### config.mk
export PLATFORM = sky130hd
export DESIGN_NAME = dram_bank_timer
export DESIGN_NICKNAME = d
export VERILOG_FILES = /design/src/rtl/dram_bank_timer.sv
export SDC_FILE = /design/constraint.sdc
export NUM_CORES = 2
export LEC_CHECK = 0
export BUFFER_PORTS_ARGS = -buffer_cell sky130_fd_sc_hd__buf_4
export CORE_AREA = 2 2 319 321
export DETAILED_ROUTE_END_ITERATION = 7
export DIE_AREA = 0 0 321 323
export PLACE_DENSITY_LB_ADDON = 0.25
export SKIP_CTS_REPAIR_TIMING = 1
export SLEW_MARGIN = 20
export SYNTH_ARGS = -nofsm -noshare
export SYNTH_HDL_FRONTEND = slang
export SYNTH_SLANG_ARGS = --single-unit
### constraint.sdc
create_clock -name clk -period 2.3 [get_ports clk]
set_input_delay 0.23 -clock clk [delete_from_list [all_inputs] [get_ports clk]]
set_output_delay 0.23 -clock clk [all_outputs]
set_load 0.02 [all_outputs]
### src/rtl/dram_bank_timer.sv
module dram_bank_timer #(
  parameter int RANKS     = 2,
  parameter int BANKS     = 8,
  parameter int ROW_W     = 15,
  parameter int T_RCD     = 11,
  parameter int T_CL      = 11,
  parameter int T_RP      = 11,
  parameter int T_BURST   = 4,
  parameter int T_RFC     = 240,
  parameter int T_REFI    = 6240,
  parameter int T_XAW     = 32,
  parameter int ACT_LIMIT = 4,
  localparam int RKW = (RANKS > 1) ? $clog2(RANKS) : 1,
  localparam int BKW = (BANKS > 1) ? $clog2(BANKS) : 1,
  localparam int NB  = RANKS * BANKS
) (
  input  logic                  clk,
  input  logic                  rst_n,
  input  logic                  cmd_valid,
  input  logic [1:0]            cmd_op,
  input  logic [RKW-1:0]        cmd_rank,
  input  logic [BKW-1:0]        cmd_bank,
  input  logic [ROW_W-1:0]      cmd_row,
  input  logic                  ref_req,
  output logic [NB-1:0]         row_open,
  output logic [NB*ROW_W-1:0]   open_row,
  output logic [NB-1:0]         act_ok,
  output logic [NB-1:0]         rw_ok,
  output logic [NB-1:0]         pre_ok,
  output logic                  ref_ok,
  output logic                  ref_pending,
  output logic                  rd_valid
);
  localparam int T_RAS = 3 * T_RP;
  localparam int T_RC  = 4 * T_RP;
  localparam int CW    = $clog2(T_RC + T_RCD + T_XAW + T_BURST + 2);
  localparam int RW    = $clog2(T_REFI + T_RFC + 2);

  function automatic logic [CW-1:0] dec(input logic [CW-1:0] v);
    return (v == '0) ? v : v - 1'b1;
  endfunction

  logic is_act, is_rd, is_wr, is_pre;
  assign is_act = cmd_op == 2'd0;
  assign is_rd  = cmd_op == 2'd1;
  assign is_wr  = cmd_op == 2'd2;
  assign is_pre = cmd_op == 2'd3;

  logic [NB-1:0] hit, act_go, rw_go, pre_go, rp_zero;
  logic [RANKS-1:0] win_ok, rank_act;
  logic [CW-1:0] bus_q, burst_q;
  logic [RW-1:0] refi_q, rfc_q;
  logic [T_CL-1:0] rd_pipe;
  logic busy, ref_go, rd_go;

  assign act_go = hit & {NB{is_act}} & act_ok;
  assign rw_go  = hit & {NB{is_rd | is_wr}} & rw_ok;
  assign pre_go = hit & {NB{is_pre}} & pre_ok;
  assign rd_go  = |rw_go && is_rd;

  assign busy        = rfc_q != '0;
  assign ref_pending = refi_q == '0;
  assign ref_ok      = ref_pending && !busy && (row_open == '0) && (&rp_zero);
  assign ref_go      = ref_req && ref_ok;

  for (genvar i = 0; i < NB; i++) begin : g_bank
    localparam int RK = i / BANKS;
    localparam int BK = i % BANKS;
    logic [CW-1:0] rcd_q, ras_q, rc_q, rp_q;
    logic [ROW_W-1:0] row_q;
    logic open_q;

    assign hit[i] = cmd_valid && (cmd_rank == RKW'(RK)) && (cmd_bank == BKW'(BK));

    always_ff @(posedge clk) begin
      if (!rst_n) begin
        rcd_q  <= '0;
        ras_q  <= '0;
        rc_q   <= '0;
        rp_q   <= '0;
        open_q <= 1'b0;
        row_q  <= '0;
      end else begin
        rcd_q <= act_go[i] ? CW'(T_RCD - 1) : dec(rcd_q);
        ras_q <= act_go[i] ? CW'(T_RAS - 1) : dec(ras_q);
        rc_q  <= act_go[i] ? CW'(T_RC - 1)  : dec(rc_q);
        rp_q  <= pre_go[i] ? CW'(T_RP - 1)  : dec(rp_q);
        if (act_go[i]) begin
          open_q <= 1'b1;
          row_q  <= cmd_row;
        end else if (pre_go[i]) begin
          open_q <= 1'b0;
        end
      end
    end

    assign row_open[i]                  = open_q;
    assign open_row[i*ROW_W +: ROW_W]   = row_q;
    assign rp_zero[i]                   = rp_q == '0;
    assign act_ok[i] = !open_q && rp_zero[i] && (rc_q == '0) && win_ok[RK] && !ref_pending && !busy;
    assign rw_ok[i]  = open_q && (rcd_q == '0) && (bus_q == '0) && !busy;
    assign pre_ok[i] = open_q && (ras_q == '0) && !busy;


    open_after_act_chk: assert property (@(posedge clk) disable iff (!rst_n)
      act_go[i] |=> row_open[i]);

    rcd_gap_chk: assert property (@(posedge clk) disable iff (!rst_n)
      (T_RCD > 1 && act_go[i]) |=> !rw_ok[i]);

    ras_gap_chk: assert property (@(posedge clk) disable iff (!rst_n)
      act_go[i] |=> !pre_ok[i]);
  end

  for (genvar r = 0; r < RANKS; r++) begin : g_rank
    assign rank_act[r] = |act_go[r*BANKS +: BANKS];
    if (T_XAW == 0) begin : g_nowin
      assign win_ok[r] = 1'b1;
    end else begin : g_win
      logic [CW-1:0] slot_q [ACT_LIMIT];
      logic [ACT_LIMIT-1:0] free, take;
      for (genvar s = 0; s < ACT_LIMIT; s++) begin : g_slot
        assign free[s] = slot_q[s] == '0;
      end
      assign take      = free & (~free + 1'b1);
      assign win_ok[r] = |free;
      always_ff @(posedge clk) begin
        for (int s = 0; s < ACT_LIMIT; s++) begin
          if (!rst_n)
            slot_q[s] <= '0;
          else
            slot_q[s] <= (rank_act[r] && take[s]) ? CW'(T_XAW - 1) : dec(slot_q[s]);
        end
      end
    end
  end

  always_ff @(posedge clk) begin
    if (!rst_n) begin
      bus_q   <= '0;
      burst_q <= '0;
      rd_pipe <= '0;
      refi_q  <= RW'(T_REFI - 1);
      rfc_q   <= '0;
    end else begin
      bus_q   <= (|rw_go) ? CW'(T_BURST - 1) : dec(bus_q);
      burst_q <= rd_pipe[T_CL-1] ? CW'(T_BURST - 1) : dec(burst_q);
      rd_pipe <= T_CL'({rd_pipe, rd_go});
      if (ref_go)
        refi_q <= RW'(T_REFI - 1);
      else if (refi_q != '0)
        refi_q <= refi_q - 1'b1;
      if (ref_go)
        rfc_q <= RW'(T_RFC - 1);
      else if (rfc_q != '0)
        rfc_q <= rfc_q - 1'b1;
    end
  end

  assign rd_valid = rd_pipe[T_CL-1] || (burst_q != '0);


  bus_gap_chk: assert property (@(posedge clk) disable iff (!rst_n)
    (T_BURST > 1 && (|rw_go)) |=> (rw_ok == '0));

  refi_restart_chk: assert property (@(posedge clk) disable iff (!rst_n)
    (T_REFI > 1 && ref_go) |=> !ref_pending);

  rfc_block_chk: assert property (@(posedge clk) disable iff (!rst_n)
    (T_RFC > 1 && ref_go) |=> ((act_ok | rw_ok | pre_ok) == '0));

  ref_closed_chk: assert property (@(posedge clk) disable iff (!rst_n)
    ref_go |-> (row_open == '0));
endmodule

==> results.py <==
metrics = {
    "outcome": {
        "outcome": "complete, but fails checks",
        "violations": "negative setup slack",
    },
    "sta": {
        "finalMaxSlewViolations": 0,
        "fin_crit_sh_pct": 130,
        "tightest_slew_ns": 0.763,
        "layout_setup_ws_ns": -0.696,
        "rsz0062_at_grt": "true",
        "final-setup-viol-count": 73,
        "tns_ns": -22.12,
        "min_period_ns": 3.00,
        "hold_viol": 0,
        "relSlewSlack_pct": 49.0,
        "max_freq_mhz": 334,
        "skew_ns": 0.0269,
    },
    "critical_path": {
        "cp_max_fo": 3,
        "worstPathArrival_ns": 2.77,
        "cpMostUsedCell": "buf_4",
        "path_cells": "nor4_2, buf_4, nand4_1, nor4b_2, buf_4, and4_4, and3_4, buf_6",
        "start_kind": "flip-flop",
        "cp.buffers_inverters": 3,
        "critPathKind": "flip-flop to output pin",
        "crit_required_ns": 2.07,
        "crit_family": "simple AND/OR/NAND/NOR gates",
        "critPathSlowestCell": "dfxtp_1",
        "worstSetupEndpointType": "output pin",
        "max_stage_delay_ns": 0.32,
    },
    "drt": {
        "via_count": 29981,
        "first_pass_iters": 5,
        "wl_per_cell_um": 16.5,
        "drt-initial-drc-count": 1760,
        "route.detailed.drc": 0,
        "routed_wl_um": 101000,
        "ant_nets": 0,
        "via_per_inst": 4.89,
    },
    "logic_synthesis": {
        "yosys_warnings": 0,
        "synthesis.nets": 4210,
        "netlist_top_cells_area": "dfxtp_1 (47%), xnor2_1 (6.3%), nor2_1 (5.3%)",
        "synth_edf_count": 0,
        "syn_area_mm2": 0.0349,
        "synth_top_area_share_pct": 46.6,
        "syn-instance-count": 4046,
        "avgSynthCellArea_um2": 8.62,
        "synth.distinct_cells": 71,
        "synth_ff_type": "dfxtp_1",
        "ys_ff_latch": 811,
        "synth_top_cell_by_area": "dfxtp_1",
        "synth-async-reset-ratio_pct": 0,
        "synth-seq-area-share_pct": 46.6,
    },
    "clock_network": {
        "cts.sinks": 811,
        "clk_pin_slew_ns": 0.06,
        "clk_latency_ns": 0.66,
        "cts_buffers": 90,
        "ctsHtreeMaxLevel": 3,
        "ctsRootBufferMaster": "clkbuf_16",
        "cts_tree": "done",
        "cts_buffer_depth": 3,
    },
    "die": {
        "die_area_mm2": 0.104,
        "die_w_um": 321,
        "core_area_mm2": 0.101,
        "rows": 117,
        "die_y_um": 323,
        "ios": 332,
        "initial_utilization_pct": 34.6,
    },
    "power": {
        "power_mw": 65.9,
        "p_int_mw": 41.4,
        "p_comb_share_pct": 44.8,
        "power.leakage_nw": 19.3,
        "p_sw_share_pct": 37.2,
        "clkPwrFrac_pct": 22.8,
        "power_density_mw_per_mm2": 1410,
        "ir_drop_mv": 0.661,
        "power_frac_seq_pct": 32.4,
        "p_sw_mw": 24.5,
    },
    "finish": {
        "layout_commonest_cell": "dfxtp_1",
        "fillers": 9742,
        "design_area_mm2": 0.0466,
        "layout.cells.non_filler": 6128,
        "final_util_pct": 46.2,
        "final_cell_mix": "dfxtp_1 (792), buf_4 (683), nor2_1 (489)",
        "nNetsFinal": 4906,
        "syn_to_final_growth_pct": 33.5,
        "layout-drive-gt1-share_pct": 23.6,
    },
    "global_route": {
        "grt_use_total_pct": 18.4,
        "grt_pass1_wl_um": 152000,
        "grt_max_degree": 92,
        "grt_pass1_vias": 27489,
        "antenna_found_initial": 3,
        "overflow": 0,
    },
    "placement": {
        "dpl_cell_area_mm2": 0.0417,
        "dp.cells": 5905,
        "port_buffers": 331,
        "gp_congestion": 0.853,
        "hpwl_um": 72500,
    },
    "hold_path": {
        "hp-class": "input pin to flip-flop",
    },
    "job": {
        "drv_cap": 0,
    },
}
==> worst register-to-register path, delay by kind of cell (launching register included) <==
kind,cells,cell delay [ns]
buffers and inverters,4,0.68
AND/OR/NAND/NOR,4,0.83
flip-flops,1,0.33
AO/OA/AOI/OAI,2,0.47
==> layer usage <==
layer / vias to the layer above / track usage (%) / share of wire [%] / wire [µm]
li1: 15234 / - / - / -
met1: 14107 / 24.4 / 45 / 46000
met2: 489 / 30.2 / 47 / 47500
met3: 151 / 3.51 / 5.0 / 5080
met4: 0 / 5.65 / 2.8 / 2830
met5: - / 0 / 0 / 0
==> flip-flops by register name, indices dropped and copies added (netlist names), 13 cells and up <==
name and count:
g_bank.open_q 16, g_bank.rcd_q 112, rfc_q 13, g_bank.rc_q 112
g_bank.rp_q 112, g_rank.g_win.slot_q 56, g_bank.ras_q 112, g_bank.row_q 240
refi_q 13
==> path summary, 6_finish.rpt <==
| path | startpoint | endpoint | slack (ns) | cells past startpoint |
|---|---|---|---|---|
| setup reg to reg | g_bank[11].rp_q[3] | g_rank[1].g_win.slot_q[2][0] | -0.04 | 10 |
| hold reg to reg | g_bank[5].ras_q[6] | g_bank[5].ras_q[6] | 0.43 | 2 |
| setup / recovery | g_bank[4].rp_q[3] | ref_ok | -0.70 | 8 |
| hold / removal | rst_n | g_bank[7].row_q[5] | 0.02 | 3 |
==> cell families after synthesis <==
kind of cell / Yosys count / synth area share [%]
DFF: 811 / 46.6
buffers and inverters: 347 / 4.20
AOI/OAI and AO/OA: 593 / 9.28
adders and majority gates: 139 / 4.99
xor gates and xnor gates: 380 / 9.54
muxes: 8 / 0.240
and+or+nand+nor: 1768 / 25.2
==> power by group through the flow <==
| stage | sequential (mW) | combinational [mW] | clock, mW |
|---|---|---|---|
| floorplan | 21.0 | 19.9 | 0 |
| global placement | 21.3 | 27.7 | 0 |
| detailed placement | 21.3 | 28.0 | 0 |
| CTS | 21.1 | 28.2 | 15.4 |
| global route | 21.9 | 33.3 | 15.9 |
| finish | 21.3 | 29.5 | 15.0 |
==> Yosys cell counts (6+ instances only) <==
cell and count:
and3b_1 10, nor2_1 495, xor2_1 130, nand4b_1 14
nor4_1 69, nand2_1 366, or4_1 10, o21ai_1 8
buf_6 6, buf_1 22, a21oi_2 6, o21a_1 28
o21ai_0 284, and3_1 46, a21oi_1 220, nor4_2 6
nand3_2 6, nor4b_1 56, nand3_1 326, and4_1 6
xnor2_1 250, o22ai_1 9, inv_1 158, nand4_1 30
nor3_1 160, nand3b_1 36, dfxtp_1 811, nand2b_1 16
ha_1 139, nor3b_1 14, buf_4 23, buf_2 24
clkbuf_1 113, or3_1 47, and2_1 13, nor2b_1 12
==> area by class of cell <==
type | count | area, µm² | share of cell area [%]
Tap cell | 1309 | 1640 | 3.52
Antenna cell | 2 | 5.00 | 0.0107
Clock inverter | 41 | 477 | 1.02
Sequential cell | 811 | 16300 | 34.9
Inverter | 159 | 604 | 1.30
Multi-Input combinational cell | 2888 | 18200 | 39.1
Timing Repair Buffer | 792 | 6770 | 14.5
Clock buffer | 126 | 2610 | 5.60
==> stage by stage <==
step / worst slack [ns] / hold WS [ns]
2_1_floorplan: -0.206 / 0.360
3_3_place_gp: -0.358 / 0.414
3_5_place_dp: -0.383 / 0.419
4_1_cts: -0.944 / -0.213
5_1_grt: -0.783 / 0.0122
6_report: -0.696 / 0.0232
Power figures use the tool's default switching activity.
